===== src/rtl/uart_rx_pkg.sv =====
package uart_rx_pkg;
  localparam int unsigned CHAR_W = 8;
  localparam int unsigned ERR_W  = 4;
  localparam int unsigned E_OVR  = 0;
  localparam int unsigned E_PAR  = 1;
  localparam int unsigned E_FRM  = 2;
  localparam int unsigned E_BRK  = 3;

  typedef enum logic [2:0] {
    S_IDLE, S_START, S_DATA, S_PAR, S_STOP, S_HOLD
  } rx_state_e;
endpackage


===== src/rtl/rx_sync.sv =====
module rx_sync #(
  parameter int unsigned STAGES = 2
) (
  input  logic clk_i,
  input  logic rst_ni,
  input  logic d_i,
  output logic q_o
);
  logic [STAGES-1:0] sr_q;

  always_ff @(posedge clk_i or negedge rst_ni)
    if (!rst_ni) sr_q <= '1;
    else         sr_q <= {sr_q[STAGES-2:0], d_i};

  assign q_o = sr_q[STAGES-1];
endmodule


===== src/rtl/rx_deser.sv =====
module rx_deser
  import uart_rx_pkg::*;
#(
  parameter int unsigned OVS = 16
) (
  input  logic              clk_i,
  input  logic              rst_ni,
  input  logic              rx_i,
  input  logic              tick_i,
  input  logic [1:0]        dbits_i,
  input  logic              par_en_i,
  input  logic              par_odd_i,
  input  logic              stop2_i,
  output logic              valid_o,
  output logic [CHAR_W-1:0] data_o,
  output logic              par_err_o,
  output logic              frm_err_o,
  output logic              brk_o
);
  localparam int unsigned SMP_W = $clog2(OVS);
  localparam int unsigned HALF  = OVS / 2;

  rx_state_e         state_q;
  logic [SMP_W-1:0]  smp_q;
  logic [2:0]        bit_q;
  logic [CHAR_W-1:0] shift_q;
  logic              zero_q, frm_q, par_bit_q, stop_q;
  logic              sample, last_bit, frm_n, brk_n, par_bad;

  assign sample   = tick_i && (smp_q == SMP_W'(OVS - 1));
  assign last_bit = (bit_q == ({1'b0, dbits_i} + 3'd4));
  assign frm_n    = frm_q | ~rx_i;
  assign brk_n    = zero_q & ~rx_i;
  // unused low bits of shift_q stay 0, so the full XOR is the data XOR
  assign par_bad  = par_en_i & (par_bit_q ^ (^shift_q) ^ par_odd_i);

  always_ff @(posedge clk_i or negedge rst_ni) begin
    if (!rst_ni) begin
      state_q   <= S_IDLE;
      smp_q     <= '0;
      bit_q     <= '0;
      shift_q   <= '0;
      zero_q    <= 1'b0;
      frm_q     <= 1'b0;
      par_bit_q <= 1'b0;
      stop_q    <= 1'b0;
      valid_o   <= 1'b0;
      data_o    <= '0;
      par_err_o <= 1'b0;
      frm_err_o <= 1'b0;
      brk_o     <= 1'b0;
    end else begin
      valid_o <= 1'b0;
      if (tick_i && state_q != S_IDLE && state_q != S_HOLD)
        smp_q <= sample ? '0 : smp_q + 1'b1;
      unique case (state_q)
        S_IDLE: if (tick_i && !rx_i) begin
          state_q <= S_START;
          smp_q   <= '0;
        end
        S_START: if (tick_i && smp_q == SMP_W'(HALF - 1)) begin
          if (rx_i) state_q <= S_IDLE;
          else begin
            state_q   <= S_DATA;
            smp_q     <= '0;
            bit_q     <= '0;
            shift_q   <= '0;
            zero_q    <= 1'b1;
            frm_q     <= 1'b0;
            par_bit_q <= 1'b0;
            stop_q    <= 1'b0;
          end
        end
        S_DATA: if (sample) begin
          shift_q <= {rx_i, shift_q[CHAR_W-1:1]};
          zero_q  <= zero_q & ~rx_i;
          bit_q   <= bit_q + 1'b1;
          if (last_bit) state_q <= par_en_i ? S_PAR : S_STOP;
        end
        S_PAR: if (sample) begin
          par_bit_q <= rx_i;
          zero_q    <= zero_q & ~rx_i;
          state_q   <= S_STOP;
        end
        S_STOP: if (sample) begin
          if (stop2_i && !stop_q) begin
            stop_q <= 1'b1;
            frm_q  <= frm_n;
            zero_q <= brk_n;
          end else begin
            valid_o   <= 1'b1;
            data_o    <= shift_q >> (2'd3 - dbits_i);
            par_err_o <= par_bad;
            frm_err_o <= frm_n;
            brk_o     <= brk_n;
            state_q   <= (frm_n || !rx_i) ? S_HOLD : S_IDLE;
          end
        end
        S_HOLD: if (rx_i) state_q <= S_IDLE;
        default: state_q <= S_IDLE;
      endcase
    end
  end

  // one character event per frame
  a_r10_single_valid: assert property (@(posedge clk_i) disable iff (!rst_ni)
    valid_o |=> !valid_o);
  // a break always carries a framing error
  a_r6_brk_has_frm: assert property (@(posedge clk_i) disable iff (!rst_ni)
    valid_o && brk_o |-> frm_err_o && data_o == '0);
  // a character is only emitted after a confirmed start
  a_r3_valid_from_stop: assert property (@(posedge clk_i) disable iff (!rst_ni)
    $rose(valid_o) |-> $past(state_q) == S_STOP);
endmodule


===== src/rtl/rx_fifo.sv =====
module rx_fifo #(
  parameter int unsigned DATA_W = 8,
  parameter int unsigned STAT_W = 4,
  parameter int unsigned DEPTH  = 16
) (
  input  logic                     clk_i,
  input  logic                     rst_ni,
  input  logic                     push_i,
  input  logic [DATA_W-1:0]        pdata_i,
  input  logic [STAT_W-1:0]        pstat_i,
  input  logic                     pop_i,
  output logic [DATA_W-1:0]        hdata_o,
  output logic [STAT_W-1:0]        hstat_o,
  output logic [$clog2(DEPTH):0]   count_o,
  output logic                     full_o,
  output logic                     empty_o
);
  localparam int unsigned AW = $clog2(DEPTH);
  localparam int unsigned CW = AW + 1;

  logic [DATA_W-1:0] dmem [DEPTH];
  logic [STAT_W-1:0] smem [DEPTH];
  logic [AW-1:0]     wr_q, rd_q;
  logic [CW-1:0]     cnt_q;
  logic              do_push, do_pop;

  assign full_o  = (cnt_q == CW'(DEPTH));
  assign empty_o = (cnt_q == '0);
  assign do_push = push_i && !full_o;
  assign do_pop  = pop_i && !empty_o;

  function automatic logic [AW-1:0] nxt(input logic [AW-1:0] p);
    return (p == AW'(DEPTH - 1)) ? '0 : p + 1'b1;
  endfunction

  always_ff @(posedge clk_i) begin
    if (do_push) begin
      dmem[wr_q] <= pdata_i;
      smem[wr_q] <= pstat_i;
    end
  end

  always_ff @(posedge clk_i or negedge rst_ni) begin
    if (!rst_ni) begin
      wr_q  <= '0;
      rd_q  <= '0;
      cnt_q <= '0;
    end else begin
      if (do_push) wr_q <= nxt(wr_q);
      if (do_pop)  rd_q <= nxt(rd_q);
      unique case ({do_push, do_pop})
        2'b10:   cnt_q <= cnt_q + 1'b1;
        2'b01:   cnt_q <= cnt_q - 1'b1;
        default: cnt_q <= cnt_q;
      endcase
    end
  end

  assign hdata_o = dmem[rd_q];
  assign hstat_o = smem[rd_q];
  assign count_o = cnt_q;

  a_r2_no_push_full: assert property (@(posedge clk_i) disable iff (!rst_ni)
    push_i |-> !full_o);
  a_r2_count_bound: assert property (@(posedge clk_i) disable iff (!rst_ni)
    cnt_q <= CW'(DEPTH));
  a_r2_empty_pop_holds: assert property (@(posedge clk_i) disable iff (!rst_ni)
    pop_i && empty_o && !push_i |=> $stable(cnt_q) && $stable(rd_q));
endmodule


===== src/rtl/rx_timeout.sv =====
module rx_timeout #(
  parameter int unsigned OVS  = 16,
  parameter int unsigned TO_W = 10
) (
  input  logic       clk_i,
  input  logic       rst_ni,
  input  logic       tick_i,
  input  logic       push_i,
  input  logic       pop_i,
  input  logic       nonempty_i,
  input  logic [3:0] frame_bits_i,
  output logic       timeout_o
);
  localparam int unsigned CHARS = 3;

  logic [TO_W-1:0] cnt_q, limit;

  assign limit = TO_W'(CHARS * OVS) * {{(TO_W-4){1'b0}}, frame_bits_i};

  always_ff @(posedge clk_i or negedge rst_ni)
    if (!rst_ni)                           cnt_q <= '0;
    else if (push_i || pop_i || !nonempty_i) cnt_q <= '0;
    else if (tick_i && cnt_q < limit)        cnt_q <= cnt_q + 1'b1;

  assign timeout_o = nonempty_i && (cnt_q >= limit);
endmodule


===== src/rtl/uart_rx_efifo.sv =====
module uart_rx_efifo
  import uart_rx_pkg::*;
#(
  parameter int unsigned DEPTH = 16,
  parameter int unsigned OVS   = 16,
  parameter int unsigned TO_W  = 10
) (
  input  logic                   clk_i,
  input  logic                   rst_ni,
  input  logic                   rx_i,
  input  logic                   tick_i,
  input  logic [1:0]             cfg_dbits_i,
  input  logic                   cfg_par_en_i,
  input  logic                   cfg_par_odd_i,
  input  logic                   cfg_stop2_i,
  input  logic                   rd_i,
  input  logic                   err_rd_i,
  output logic [7:0]             rd_data_o,
  output logic [$clog2(DEPTH):0] count_o,
  output logic [3:0]             err_stat_o,
  output logic                   rx_irq_o,
  output logic                   err_irq_o,
  output logic                   timeout_o
);
  logic              rx_s, ch_valid, ch_par, ch_frm, ch_brk;
  logic [CHAR_W-1:0] ch_data;
  logic              full, empty, push, pop_ok, ovr_pend_q;
  logic [ERR_W-1:0]  push_stat, head_stat, err_stat_q;
  logic              rx_irq_q, err_irq_q;
  logic [3:0]        frame_bits;

  rx_sync #(.STAGES(2)) u_sync (
    .clk_i(clk_i), .rst_ni(rst_ni), .d_i(rx_i), .q_o(rx_s));

  rx_deser #(.OVS(OVS)) u_deser (
    .clk_i(clk_i), .rst_ni(rst_ni), .rx_i(rx_s), .tick_i(tick_i),
    .dbits_i(cfg_dbits_i), .par_en_i(cfg_par_en_i), .par_odd_i(cfg_par_odd_i),
    .stop2_i(cfg_stop2_i), .valid_o(ch_valid), .data_o(ch_data),
    .par_err_o(ch_par), .frm_err_o(ch_frm), .brk_o(ch_brk));

  assign push   = ch_valid && !full;
  assign pop_ok = rd_i && !empty;

  always_comb begin
    push_stat        = '0;
    push_stat[E_OVR] = ovr_pend_q;
    push_stat[E_PAR] = ch_par;
    push_stat[E_FRM] = ch_frm;
    push_stat[E_BRK] = ch_brk;
  end

  rx_fifo #(.DATA_W(CHAR_W), .STAT_W(ERR_W), .DEPTH(DEPTH)) u_fifo (
    .clk_i(clk_i), .rst_ni(rst_ni), .push_i(push), .pdata_i(ch_data),
    .pstat_i(push_stat), .pop_i(rd_i), .hdata_o(rd_data_o),
    .hstat_o(head_stat), .count_o(count_o), .full_o(full), .empty_o(empty));

  assign frame_bits = 4'd7 + {2'b00, cfg_dbits_i} + {3'b000, cfg_par_en_i}
                    + {3'b000, cfg_stop2_i};

  rx_timeout #(.OVS(OVS), .TO_W(TO_W)) u_to (
    .clk_i(clk_i), .rst_ni(rst_ni), .tick_i(tick_i), .push_i(push),
    .pop_i(pop_ok), .nonempty_i(!empty), .frame_bits_i(frame_bits),
    .timeout_o(timeout_o));

  always_ff @(posedge clk_i or negedge rst_ni) begin
    if (!rst_ni) begin
      ovr_pend_q <= 1'b0;
      err_stat_q <= '0;
      rx_irq_q   <= 1'b0;
      err_irq_q  <= 1'b0;
    end else begin
      if (ch_valid && full) ovr_pend_q <= 1'b1;
      else if (push)        ovr_pend_q <= 1'b0;
      rx_irq_q  <= push;
      err_irq_q <= pop_ok && (|head_stat);
      if (pop_ok)        err_stat_q <= (err_rd_i ? '0 : err_stat_q) | head_stat;
      else if (err_rd_i) err_stat_q <= '0;
    end
  end

  assign err_stat_o = err_stat_q;
  assign rx_irq_o   = rx_irq_q;
  assign err_irq_o  = err_irq_q;

  // a dropped character leaves a pending overrun tag
  a_r7_drop_tags: assert property (@(posedge clk_i) disable iff (!rst_ni)
    ch_valid && full |=> ovr_pend_q);
  // status only grows on a pop
  a_r8_deferred: assert property (@(posedge clk_i) disable iff (!rst_ni)
    (err_stat_q & ~$past(err_stat_q)) != '0 |-> $past(pop_ok));
  a_r8_irq_on_pop: assert property (@(posedge clk_i) disable iff (!rst_ni)
    err_irq_o |-> $past(rd_i) && |err_stat_o);
  // pulse follows a write into a non-full queue
  a_r10_irq_count: assert property (@(posedge clk_i) disable iff (!rst_ni)
    rx_irq_o |-> count_o != '0);
  // timeout never rises in a cycle after a write or read
  a_r11_quiet: assert property (@(posedge clk_i) disable iff (!rst_ni)
    $rose(timeout_o) |-> !$past(push) && !$past(pop_ok));
endmodule


===== config.mk =====
export PLATFORM = sky130hd
export DESIGN_NAME = uart_rx_efifo
export DESIGN_NICKNAME = d
export VERILOG_FILES = /design/src/rtl/uart_rx_pkg.sv /design/src/rtl/rx_sync.sv /design/src/rtl/rx_deser.sv /design/src/rtl/rx_fifo.sv /design/src/rtl/rx_timeout.sv /design/src/rtl/uart_rx_efifo.sv
export SDC_FILE = /design/constraint.sdc
export NUM_CORES = 1
export LEC_CHECK = 0
export ABC_AREA = 0
export BUFFER_PORTS_ARGS = -buffer_cell sky130_fd_sc_hd__buf_2
export CORE_ASPECT_RATIO = 0.5
export CORE_UTILIZATION = 55
export CTS_CLUSTER_DIAMETER = 100
export DETAILED_ROUTE_END_ITERATION = 12
export PLACE_DENSITY = 0.72
export SYNTH_ARGS = -nofsm -noshare
export SYNTH_HDL_FRONTEND = slang
export SYNTH_SLANG_ARGS = --single-unit

===== constraint.sdc =====
create_clock -name clk_i -period 14.4 [get_ports clk_i]
set_input_delay 2.16 -clock clk_i [delete_from_list [all_inputs] [get_ports clk_i]]
set_output_delay 2.16 -clock clk_i [all_outputs]
set_load 0.02 [all_outputs]

==> results of run 1 <==
-- critical path, delay by kind of cell --
family / cells / cell delay (ns)
xor gates and xnor gates: 1 / 0.20
buffers and inverters: 5 / 0.77
adders and majority gates: 6 / 1.94
AOI/OAI and AO/OA: 4 / 0.59
-- report_power, final --
| part | internal (mW) | switching, mW | leakage, nW | total, mW |
|---|---|---|---|---|
| combinational | 0.168 | 0.235 | 1.59 | 0.403 |
| clock | 0.295 | 0.259 | 0.327 | 0.555 |
| sequential | 0.821 | 0.0579 | 2.40 | 0.879 |
-- stage by stage --
step	utilization [%]	setup WS, ns
floorplan	-	6.723
global placement	59.06	6.661
detailed placement	59.06	6.575
CTS	62.42	6.575
global route	62.42	6.342
finish	62.42	6.568
-- kinds of logic after synthesis --
family	count (synthesis)	share of synthesized area [%]
xor+xnor	22	1.719
compound gates	144	8.563
fa+ha+maj	31	3.729
flops	258	66.21
buf+inv	64	2.333
simple gates	156	6.531
mux	87	10.92
-- cell type report --
class,instances,area [sq um]
sequential,258,7423
multi-input combinational,440,3546
timing repair buffer,42,240.2
inverter,29,108.9
tap,266,332.8
fill,1464,7415
clock buffer,28,594.3
clock inverter,11,68.82
-- placed cells by master, fill, tap and decap left out, types with 4 or more instances in the layout --
cell type	netlist	routed
sky130_fd_sc_hd__edfxtp_1	192	192
sky130_fd_sc_hd__dfrtp_1	64	63
sky130_fd_sc_hd__nand2_1	61	61
sky130_fd_sc_hd__mux2i_1	51	51
sky130_fd_sc_hd__o21ai_0	47	47
sky130_fd_sc_hd__nor2_1	31	31
sky130_fd_sc_hd__buf_2	8	30
sky130_fd_sc_hd__inv_1	27	27
sky130_fd_sc_hd__ha_1	27	27
sky130_fd_sc_hd__mux4_2	26	26
sky130_fd_sc_hd__clkbuf_16	0	23
sky130_fd_sc_hd__a221oi_1	22	22
sky130_fd_sc_hd__a21oi_1	20	20
sky130_fd_sc_hd__xnor2_1	16	16
sky130_fd_sc_hd__nand3_1	14	14
sky130_fd_sc_hd__a22oi_1	12	12
sky130_fd_sc_hd__buf_4	1	12
sky130_fd_sc_hd__mux2_2	8	8
sky130_fd_sc_hd__nor3_1	11	7
sky130_fd_sc_hd__nand2b_1	7	7
sky130_fd_sc_hd__a21o_1	7	7
sky130_fd_sc_hd__nor2b_1	7	7
sky130_fd_sc_hd__o31ai_1	7	7
sky130_fd_sc_hd__xor2_1	6	6
sky130_fd_sc_hd__clkinv_2	0	6
sky130_fd_sc_hd__nand4_1	5	5
sky130_fd_sc_hd__clkbuf_1	22	5
sky130_fd_sc_hd__a22o_1	4	4
sky130_fd_sc_hd__nor3_2	0	4
sky130_fd_sc_hd__clkinv_1	1	4
sky130_fd_sc_hd__o21a_1	4	4
sky130_fd_sc_hd__fa_1	4	4
-- worst max-delay path by stage --
stage / start / endpoint / slack [ns] / cells after the start
2_1_floorplan: cfg_dbits_i[0] / timeout_o / 6.72 / 15
3_3_place_gp: cfg_dbits_i[0] / timeout_o / 6.66 / 16
3_5_place_dp: cfg_dbits_i[0] / timeout_o / 6.58 / 16
4_1_cts: cfg_dbits_i[0] / timeout_o / 6.57 / 16
5_1_grt: cfg_dbits_i[0] / timeout_o / 6.34 / 16
6_report: cfg_dbits_i[0] / timeout_o / 6.57 / 16
-- routing by layer --
layer,vias up,part of all wire (%),GRT usage [%]
met5,-,0,0
met1,3190,47,31.90
met4,0,1.7,4.743
met2,171,45,33.33
met3,33,6.1,4.520
li1,2972,-,-
-- sequential cells by signal, summed over array words and instances, names as in the netlist, 2 cells and up --
| register | cells |
|---|---|
| u_fifo.dmem | 128 |
| u_fifo.smem | 64 |
| u_to.cnt_q | 10 |
| u_deser.data_o | 8 |
| u_deser.shift_q | 8 |
| u_fifo.count_o | 5 |
| err_stat_o | 4 |
| u_deser.smp_q | 4 |
| u_fifo.rd_q | 4 |
| u_fifo.wr_q | 4 |
| u_deser.bit_q | 3 |
| u_deser.state_q | 3 |
| u_sync.sr_q | 2 |
==> metrics.txt, run 1 <==
# TYPE chip_impl_metric gauge
chip_impl_info{name="status",value="finished, final reports clean"} 1
chip_impl_info{name="path_class_of_the_lowest_slack_min_delay_path",value="flop to flop"} 1
chip_impl_metric{name="post_synthesis_to_final_layout_area_growth",unit="%"} 9.880
chip_impl_metric{name="post-cts-setup-buffer-count",unit=""} 0
chip_impl_metric{name="dr.pass1.iters",unit=""} 5
chip_impl_info{name="critPathLaunchType",value="input pin"} 1
chip_impl_metric{name="die_x",unit="um"} 203.9
chip_impl_metric{name="grt_overflow",unit=""} 0
chip_impl_metric{name="finalSetupTns",unit="ns"} 0
chip_impl_metric{name="total_via_count_in_the_routed_design",unit=""} 6366
chip_impl_metric{name="start_util",unit="%"} 56.80
chip_impl_metric{name="critical_path_s_largest_stage_delay",unit="ns"} 0.50
chip_impl_metric{name="vdd_ir_max",unit="mV"} 0.08998
chip_impl_metric{name="ff2ff_path_depth",unit=""} 10
chip_impl_metric{name="post-layout-total-power",unit="mW"} 1.837
chip_impl_info{name="setup.worst_path.end_class",value="output pin"} 1
chip_impl_info{name="timing_worst_setup_path_type",value="input pin to output pin"} 1
chip_impl_metric{name="numClockSinks",unit=""} 258
chip_impl_info{name="cp_common_cell",value="sky130_fd_sc_hd__ha_1"} 1
chip_impl_metric{name="dp.cells",unit=""} 1035
chip_impl_metric{name="path_clk_slew",unit="ns"} 0.06
chip_impl_metric{name="grt_antenna_before_repair",unit=""} 0
chip_impl_metric{name="floorplan.core_area",unit="sq um"} 19730
chip_impl_metric{name="wl_per_instance",unit="um"} 20.11
chip_impl_metric{name="timing.final.crit_share",unit="%"} 54.39
chip_impl_metric{name="dpl-instance-area",unit="sq um"} 11650
chip_impl_metric{name="chipHeight",unit="um"} 102.9
chip_impl_metric{name="instances_no_fill",unit=""} 1074
chip_impl_metric{name="min_hold_slack",unit="ns"} 0.3579
chip_impl_metric{name="route.detailed.vias_per_inst",unit=""} 5.927
chip_impl_metric{name="synth.yosys.warnings",unit=""} 0
chip_impl_metric{name="drive_above_1_share",unit="%"} 14.48
chip_impl_info{name="ctsRootBufferMaster",value="sky130_fd_sc_hd__clkbuf_16"} 1
chip_impl_metric{name="synthesis.nets",unit=""} 804
chip_impl_metric{name="max_slew_margin",unit="%"} 23.52
chip_impl_info{name="rsz0062_at_grt",value="no"} 1
chip_impl_metric{name="cts_hold_buf",unit=""} 0
chip_impl_metric{name="critPathRequiredTime",unit="ns"} 12.24
chip_impl_metric{name="clock_latency",unit="ns"} 0.53
chip_impl_metric{name="numCtsBuffers",unit=""} 23
chip_impl_metric{name="finalCriticalPeriod",unit="ns"} 7.832
chip_impl_metric{name="post_syn_instances",unit=""} 762
chip_impl_metric{name="r2r_slack",unit="ns"} 11.15
chip_impl_info{name="critical_path.slowest_cell",value="sky130_fd_sc_hd__fa_1"} 1
chip_impl_metric{name="mappedNetlistArea",unit="sq um"} 11210
chip_impl_metric{name="remaining_antenna_violation_count",unit=""} 0
chip_impl_metric{name="grt.total_usage",unit="%"} 21.59
chip_impl_metric{name="synth-edff-count",unit=""} 192
chip_impl_metric{name="place.detailed.hpwl",unit="um"} 13770
chip_impl_metric{name="final-setup-viol-count",unit=""} 0
chip_impl_info{name="synth_top_cell_by_area",value="sky130_fd_sc_hd__edfxtp_1"} 1
chip_impl_metric{name="gp_congestion",unit=""} 0.8186
chip_impl_info{name="ys_top_cells_by_count",value="192 x sky130_fd_sc_hd__edfxtp_1, 64 x sky130_fd_sc_hd__dfrtp_1, 61 x sky130_fd_sc_hd__nand2_1, 51 x sky130_fd_sc_hd__mux2i_1, 47 x sky130_fd_sc_hd__o21ai_0"} 1
chip_impl_metric{name="worstPathArrival",unit="ns"} 5.67
chip_impl_metric{name="avgSynthCellArea",unit="sq um"} 14.71
chip_impl_info{name="synthMostInstantiatedCell",value="sky130_fd_sc_hd__edfxtp_1"} 1
chip_impl_info{name="r2r_start",value="u_fifo.count_o[0]"} 1
chip_impl_metric{name="number_of_max_slew_violations_in_the_final_report",unit=""} 0
chip_impl_info{name="path_cells",value="buf_2 -> clkinv_1 -> ha_1 -> inv_1 -> ha_1 -> inv_1 -> fa_1 -> ha_1 -> fa_1 -> xnor2_1 -> ha_1 -> a21o_1 -> a21o_1 -> a21oi_1 -> a21oi_1 -> buf_2"} 1
chip_impl_metric{name="synth_cell_types",unit=""} 61
chip_impl_metric{name="drcViolationCount",unit=""} 0
chip_impl_metric{name="numPortBuffers",unit=""} 30
chip_impl_metric{name="worst_pin_slew",unit="ns"} 1.143
chip_impl_metric{name="grt_first_pass_wirelength",unit="um"} 34250
chip_impl_metric{name="hold_path_depth",unit=""} 0
chip_impl_metric{name="drv_cap",unit=""} 0
chip_impl_metric{name="antenna_cells_inserted",unit=""} 0
chip_impl_metric{name="final_non_filler_cell_area",unit="sq um"} 12310
chip_impl_metric{name="drt_iter0_markers",unit=""} 572
chip_impl_info{name="reg_to_reg_end",value="u_fifo.count_o[4]"} 1
chip_impl_metric{name="worstPathMaxFanout",unit=""} 9
chip_impl_metric{name="leakage",unit="nW"} 4.316
chip_impl_metric{name="ys_ff_latch",unit=""} 258
chip_impl_info{name="post_synth_main_area_contributors",value="sky130_fd_sc_hd__edfxtp_1 51%, sky130_fd_sc_hd__dfrtp_1 14%, sky130_fd_sc_hd__mux4_2 5.2%"} 1
chip_impl_info{name="holdCritStartpoint",value="u_sync.sr_q[0]"} 1
chip_impl_info{name="min_delay_worst_endpoint",value="u_sync.sr_q[1]"} 1
chip_impl_metric{name="power_density",unit="nW/um^2"} 149.1
chip_impl_info{name="synth_flop_cell",value="sky130_fd_sc_hd__edfxtp_1"} 1
chip_impl_metric{name="synth-async-reset-ratio",unit="%"} 25.58
chip_impl_metric{name="routed_wirelength",unit="um"} 21590
chip_impl_metric{name="synth.yosys.seq_area_share",unit="%"} 66.21
chip_impl_metric{name="ctsHtreeMaxLevel",unit=""} 1
chip_impl_metric{name="num_rows",unit=""} 36
chip_impl_metric{name="pin_count",unit=""} 31
chip_impl_metric{name="cts.path.max_buffers",unit=""} 3
chip_impl_metric{name="timing_hold_violations_final",unit=""} 0
chip_impl_metric{name="finish.net_count",unit=""} 836
chip_impl_info{name="tritoncts_clock_tree",value="done"} 1
chip_impl_metric{name="synth_top_cell_area_share",unit="%"} 51.45
chip_impl_metric{name="cts_resized",unit=""} 0
chip_impl_metric{name="grt_start_max_net_pins",unit=""} 67
chip_impl_metric{name="timing_limited_maximum_frequency",unit="GHz"} 0.1277
chip_impl_metric{name="die-area",unit="sq um"} 20990
chip_impl_metric{name="finClkSkew",unit="ns"} 0.02316
chip_impl_metric{name="first_global_vias",unit=""} 6026
Note: power is estimated with default switching activity, not from simulation.
==> run 2, diff against run 1 <==
ABC_AREA = 1   (was 0)
clock period = 7.34 ns   (was 14.4 ns; I/O delays follow)
==> metrics.txt, run 2 <==
# TYPE chip_impl_metric gauge
chip_impl_metric{name="synth_xor_xnor_area_share",unit="%"} 1.727
chip_impl_metric{name="grt_overflow",unit=""} 0
chip_impl_info{name="setup.worst_path.end_class",value="output pin"} 1
chip_impl_metric{name="synth.yosys.warnings",unit=""} 0
chip_impl_metric{name="routed_wirelength",unit="um"} 26060
chip_impl_info{name="synthMostInstantiatedCell",value="sky130_fd_sc_hd__nand2_1"} 1
chip_impl_metric{name="mappedNetlistArea",unit="sq um"} 11670
chip_impl_metric{name="vdd_ir_max",unit="mV"} 0.2045
chip_impl_metric{name="remaining_antenna_violation_count",unit=""} 0
chip_impl_metric{name="worstPathMaxFanout",unit=""} 17
chip_impl_info{name="synth_top_cell_by_area",value="sky130_fd_sc_hd__edfxtp_1"} 1
chip_impl_metric{name="leakage",unit="nW"} 5.026
chip_impl_metric{name="chipHeight",unit="um"} 105.0
chip_impl_metric{name="timing_hold_violations_final",unit=""} 0
chip_impl_metric{name="finalCriticalPeriod",unit="ns"} 5.655
chip_impl_metric{name="num_rows",unit=""} 37
chip_impl_metric{name="synth-edff-count",unit=""} 192
chip_impl_metric{name="max_slew_margin",unit="%"} 30.78
chip_impl_metric{name="muxShareOfSynthArea",unit="%"} 0
chip_impl_metric{name="floorplan.core_area",unit="sq um"} 20650
chip_impl_metric{name="post_syn_instances",unit=""} 1111
chip_impl_metric{name="drt_iter0_markers",unit=""} 784
chip_impl_metric{name="route.detailed.vias_per_inst",unit=""} 5.671
chip_impl_info{name="reg_top3",value="u_fifo.dmem (128), u_fifo.smem (64), u_to.cnt_q (10)"} 1
chip_impl_metric{name="worst_pin_slew",unit="ns"} 1.035
chip_impl_info{name="ys_top_cells_by_count",value="275 x sky130_fd_sc_hd__nand2_1, 192 x sky130_fd_sc_hd__edfxtp_1, 120 x sky130_fd_sc_hd__nor2_1, 89 x sky130_fd_sc_hd__o21ai_0, 77 x sky130_fd_sc_hd__inv_1"} 1
chip_impl_metric{name="synthesis.nets",unit=""} 1153
chip_impl_metric{name="finish.net_count",unit=""} 1182
chip_impl_metric{name="ctsHtreeMaxLevel",unit=""} 1
chip_impl_metric{name="switching_share_of_power",unit="%"} 35.96
chip_impl_metric{name="instances_no_fill",unit=""} 1431
chip_impl_metric{name="antenna_cells_inserted",unit=""} 0
chip_impl_metric{name="dr.pass1.iters",unit=""} 8
chip_impl_metric{name="power_density",unit="nW/um^2"} 344.8
chip_impl_info{name="path_class_of_the_lowest_slack_min_delay_path",value="flop to flop"} 1
chip_impl_metric{name="critPathRequiredTime",unit="ns"} 6.24
chip_impl_metric{name="synth_adder_area_share",unit="%"} 3.582
chip_impl_metric{name="dp.cells",unit=""} 1387
chip_impl_metric{name="avgSynthCellArea",unit="sq um"} 10.50
chip_impl_metric{name="synth_top_cell_area_share",unit="%"} 49.42
chip_impl_metric{name="drcViolationCount",unit=""} 0
chip_impl_metric{name="die-area",unit="sq um"} 21840
chip_impl_info{name="post_synth_main_area_contributors",value="sky130_fd_sc_hd__edfxtp_1 49%, sky130_fd_sc_hd__dfrtp_1 14%, sky130_fd_sc_hd__nand2_1 8.8%"} 1
chip_impl_metric{name="total_via_count_in_the_routed_design",unit=""} 8115
chip_impl_metric{name="timing_limited_maximum_frequency",unit="GHz"} 0.1768
chip_impl_metric{name="synth_compound_gate_area_share",unit="%"} 8.654
chip_impl_metric{name="grt_start_max_net_pins",unit=""} 67
chip_impl_metric{name="layout.core_utilization",unit="%"} 62.75
chip_impl_info{name="layout.cells.most_common",value="sky130_fd_sc_hd__nand2_1"} 1
chip_impl_metric{name="worstPathArrival",unit="ns"} 4.55
chip_impl_metric{name="die_x",unit="um"} 208.0
chip_impl_metric{name="final_ws_setup",unit="ns"} 1.685
chip_impl_metric{name="first_global_vias",unit=""} 7721
chip_impl_metric{name="finClkSkew",unit="ns"} 0.02715
chip_impl_metric{name="post-cts-setup-buffer-count",unit=""} 0
chip_impl_metric{name="synth_cell_types",unit=""} 46
chip_impl_metric{name="clock_latency",unit="ns"} 0.53
chip_impl_info{name="ctsRootBufferMaster",value="sky130_fd_sc_hd__clkbuf_16"} 1
chip_impl_metric{name="path_clk_slew",unit="ns"} 0.07
chip_impl_metric{name="finalSetupTns",unit="ns"} 0
chip_impl_metric{name="switching_power",unit="mW"} 1.606
chip_impl_metric{name="cts_resized",unit=""} 0
chip_impl_metric{name="drive_above_1_share",unit="%"} 11.57
chip_impl_metric{name="place.detailed.hpwl",unit="um"} 15800
chip_impl_info{name="rsz0062_at_grt",value="no"} 1
chip_impl_metric{name="pin_count",unit=""} 31
chip_impl_metric{name="synth.yosys.seq_area_share",unit="%"} 63.59
chip_impl_metric{name="synth-async-reset-ratio",unit="%"} 25.58
chip_impl_metric{name="wl_per_instance",unit="um"} 18.21
chip_impl_metric{name="ys_ff_latch",unit=""} 258
chip_impl_metric{name="post_synthesis_to_final_layout_area_growth",unit="%"} 11.05
chip_impl_metric{name="power.share.combinational",unit="%"} 30.0
chip_impl_metric{name="area.sequential",unit="sq um"} 7423
chip_impl_metric{name="number_of_max_slew_violations_in_the_final_report",unit=""} 0
chip_impl_metric{name="clockPowerShare",unit="%"} 30.3
chip_impl_metric{name="cts.path.max_buffers",unit=""} 3
chip_impl_metric{name="grt_antenna_before_repair",unit=""} 0
chip_impl_info{name="timing_worst_setup_path_type",value="input pin to output pin"} 1
chip_impl_metric{name="start_util",unit="%"} 56.51
chip_impl_metric{name="gp_congestion",unit=""} 0.8533
chip_impl_info{name="synth_top_family_by_area",value="simple AND/OR/NAND/NOR gates"} 1
chip_impl_metric{name="multi_input_comb_area",unit="sq um"} 3717
chip_impl_info{name="tritoncts_clock_tree",value="done"} 1
chip_impl_metric{name="largest_register_ffs",unit=""} 128
chip_impl_metric{name="final-setup-viol-count",unit=""} 0
chip_impl_metric{name="internal-power",unit="mW"} 2.861
chip_impl_metric{name="filler_cell_count",unit=""} 1619
chip_impl_info{name="largest-register",value="u_fifo.dmem"} 1
chip_impl_metric{name="numClockSinks",unit=""} 258
chip_impl_metric{name="drv_cap",unit=""} 0
chip_impl_metric{name="timing.final.crit_share",unit="%"} 77.05
chip_impl_info{name="synth_flop_cell",value="sky130_fd_sc_hd__edfxtp_1"} 1
chip_impl_metric{name="cts_hold_buf",unit=""} 0
chip_impl_metric{name="placement.setup.worst_slack",unit="ns"} 1.682
chip_impl_metric{name="seq_power_share",unit="%"} 39.7
chip_impl_info{name="most_used_cells_in_the_layout_excluding_fill_and_tap_cells",value="275 x sky130_fd_sc_hd__nand2_1, 192 x sky130_fd_sc_hd__edfxtp_1, 116 x sky130_fd_sc_hd__nor2_1"} 1
chip_impl_metric{name="grt.total_usage",unit="%"} 24.28
chip_impl_metric{name="numPortBuffers",unit=""} 30
chip_impl_info{name="critPathLaunchType",value="input pin"} 1
chip_impl_metric{name="grt_first_pass_wirelength",unit="um"} 41080
chip_impl_info{name="status",value="finished, final reports clean"} 1
chip_impl_metric{name="synthesized_area_fraction_occupied_by_and_or_nand_nor_cells",unit="%"} 17.81
chip_impl_metric{name="numCtsBuffers",unit=""} 24
[run 2: cell count changes after synthesis, sizes merged, moves of 27 or more]
cell   change
mux4      -27
inv       +57
nand3     +51
nor2      +94
mux2i     -51
o21ai     +54
nand2    +218
[run 2: power by group through the flow]
stage,clock [mW],combinational (mW),sequential (mW)
floorplan,0,1.02,1.74
global placement,0,1.29,1.80
global route,1.43,1.51,1.79
detailed placement,0,1.33,1.80
CTS,1.37,1.34,1.77
finish,1.35,1.34,1.77
[run 2: logic make-up after synthesis]
kind of cell               after synthesis
and+or+nand+nor                        499
buffers and inverters                  130
DFF                                    258
AOI/OAI and AO/OA                      170
xor gates and xnor gates                23
adders and majority gates               31
[run 2: routing by layer]
| metal | wire [um] | up-vias | part of all wire [%] | track usage, % |
|---|---|---|---|---|
| li1 | - | 3844 | - | - |
| met1 | 11430 | 3877 | 44 | 35.06 |
| met2 | 11970 | 344 | 46 | 37.92 |
| met3 | 2081 | 50 | 8.0 | 4.388 |
| met4 | 574 | 0 | 2.2 | 6.878 |
| met5 | 0 | - | 0 | 0 |
[run 2: stage by stage]
step	power (mW)	hold slack (ns)	cell area, sq um
CTS	4.480	0.3569	12960
finish	4.468	0.3559	12960
global route	4.726	0.3625	12960
global placement	3.088	0.3469	12090
floorplan	2.768	0.3452	11670
detailed placement	3.134	0.3472	12090
[run 2: path summary, 6_finish.rpt]
| kind | startpoint | end | slack (ns) | depth (start not counted) |
|---|---|---|---|---|
| min | u_sync.sr_q[0] | u_sync.sr_q[1] | 0.36 | 0 |
| max reg2reg | u_fifo.count_o[0] | u_fifo.count_o[4] | 4.35 | 12 |
| min in group asynchronous | rst_ni | err_stat_o[1] | 0.75 | 2 |
| max in group asynchronous | rst_ni | u_fifo.rd_q[0] | 5.94 | 2 |
| min reg2reg | u_sync.sr_q[0] | u_sync.sr_q[1] | 0.36 | 0 |
| max | cfg_dbits_i[0] | timeout_o | 1.68 | 21 |
[run 2: worst max-delay path, stage by stage]
cell,delay [ns]
sky130_fd_sc_hd__buf_2,0.24
sky130_fd_sc_hd__inv_1,0.13
sky130_fd_sc_hd__ha_1,0.30
sky130_fd_sc_hd__inv_1,0.06
sky130_fd_sc_hd__ha_1,0.13
sky130_fd_sc_hd__inv_1,0.08
sky130_fd_sc_hd__fa_1,0.41
sky130_fd_sc_hd__xnor2_1,0.22
sky130_fd_sc_hd__inv_1,0.16
sky130_fd_sc_hd__ha_1,0.36
sky130_fd_sc_hd__a21oi_1,0.18
sky130_fd_sc_hd__nand2_1,0.09
sky130_fd_sc_hd__xnor2_1,0.13
sky130_fd_sc_hd__ha_1,0.28
sky130_fd_sc_hd__nand2_1,0.10
sky130_fd_sc_hd__a21oi_1,0.05
sky130_fd_sc_hd__nor2_1,0.12
sky130_fd_sc_hd__nand2_1,0.06
sky130_fd_sc_hd__o21ai_0,0.16
sky130_fd_sc_hd__inv_1,0.05
sky130_fd_sc_hd__buf_2,0.15
[run 2: layout make-up]
cell class              count  area share [%]
clock buffers              35           5.418
clock inverters             9           1.304
inverters                  86           2.511
multi-input cells         723           28.69
flip-flops and latches    258           57.30
well taps                 273           2.636
repair buffers             47           2.144
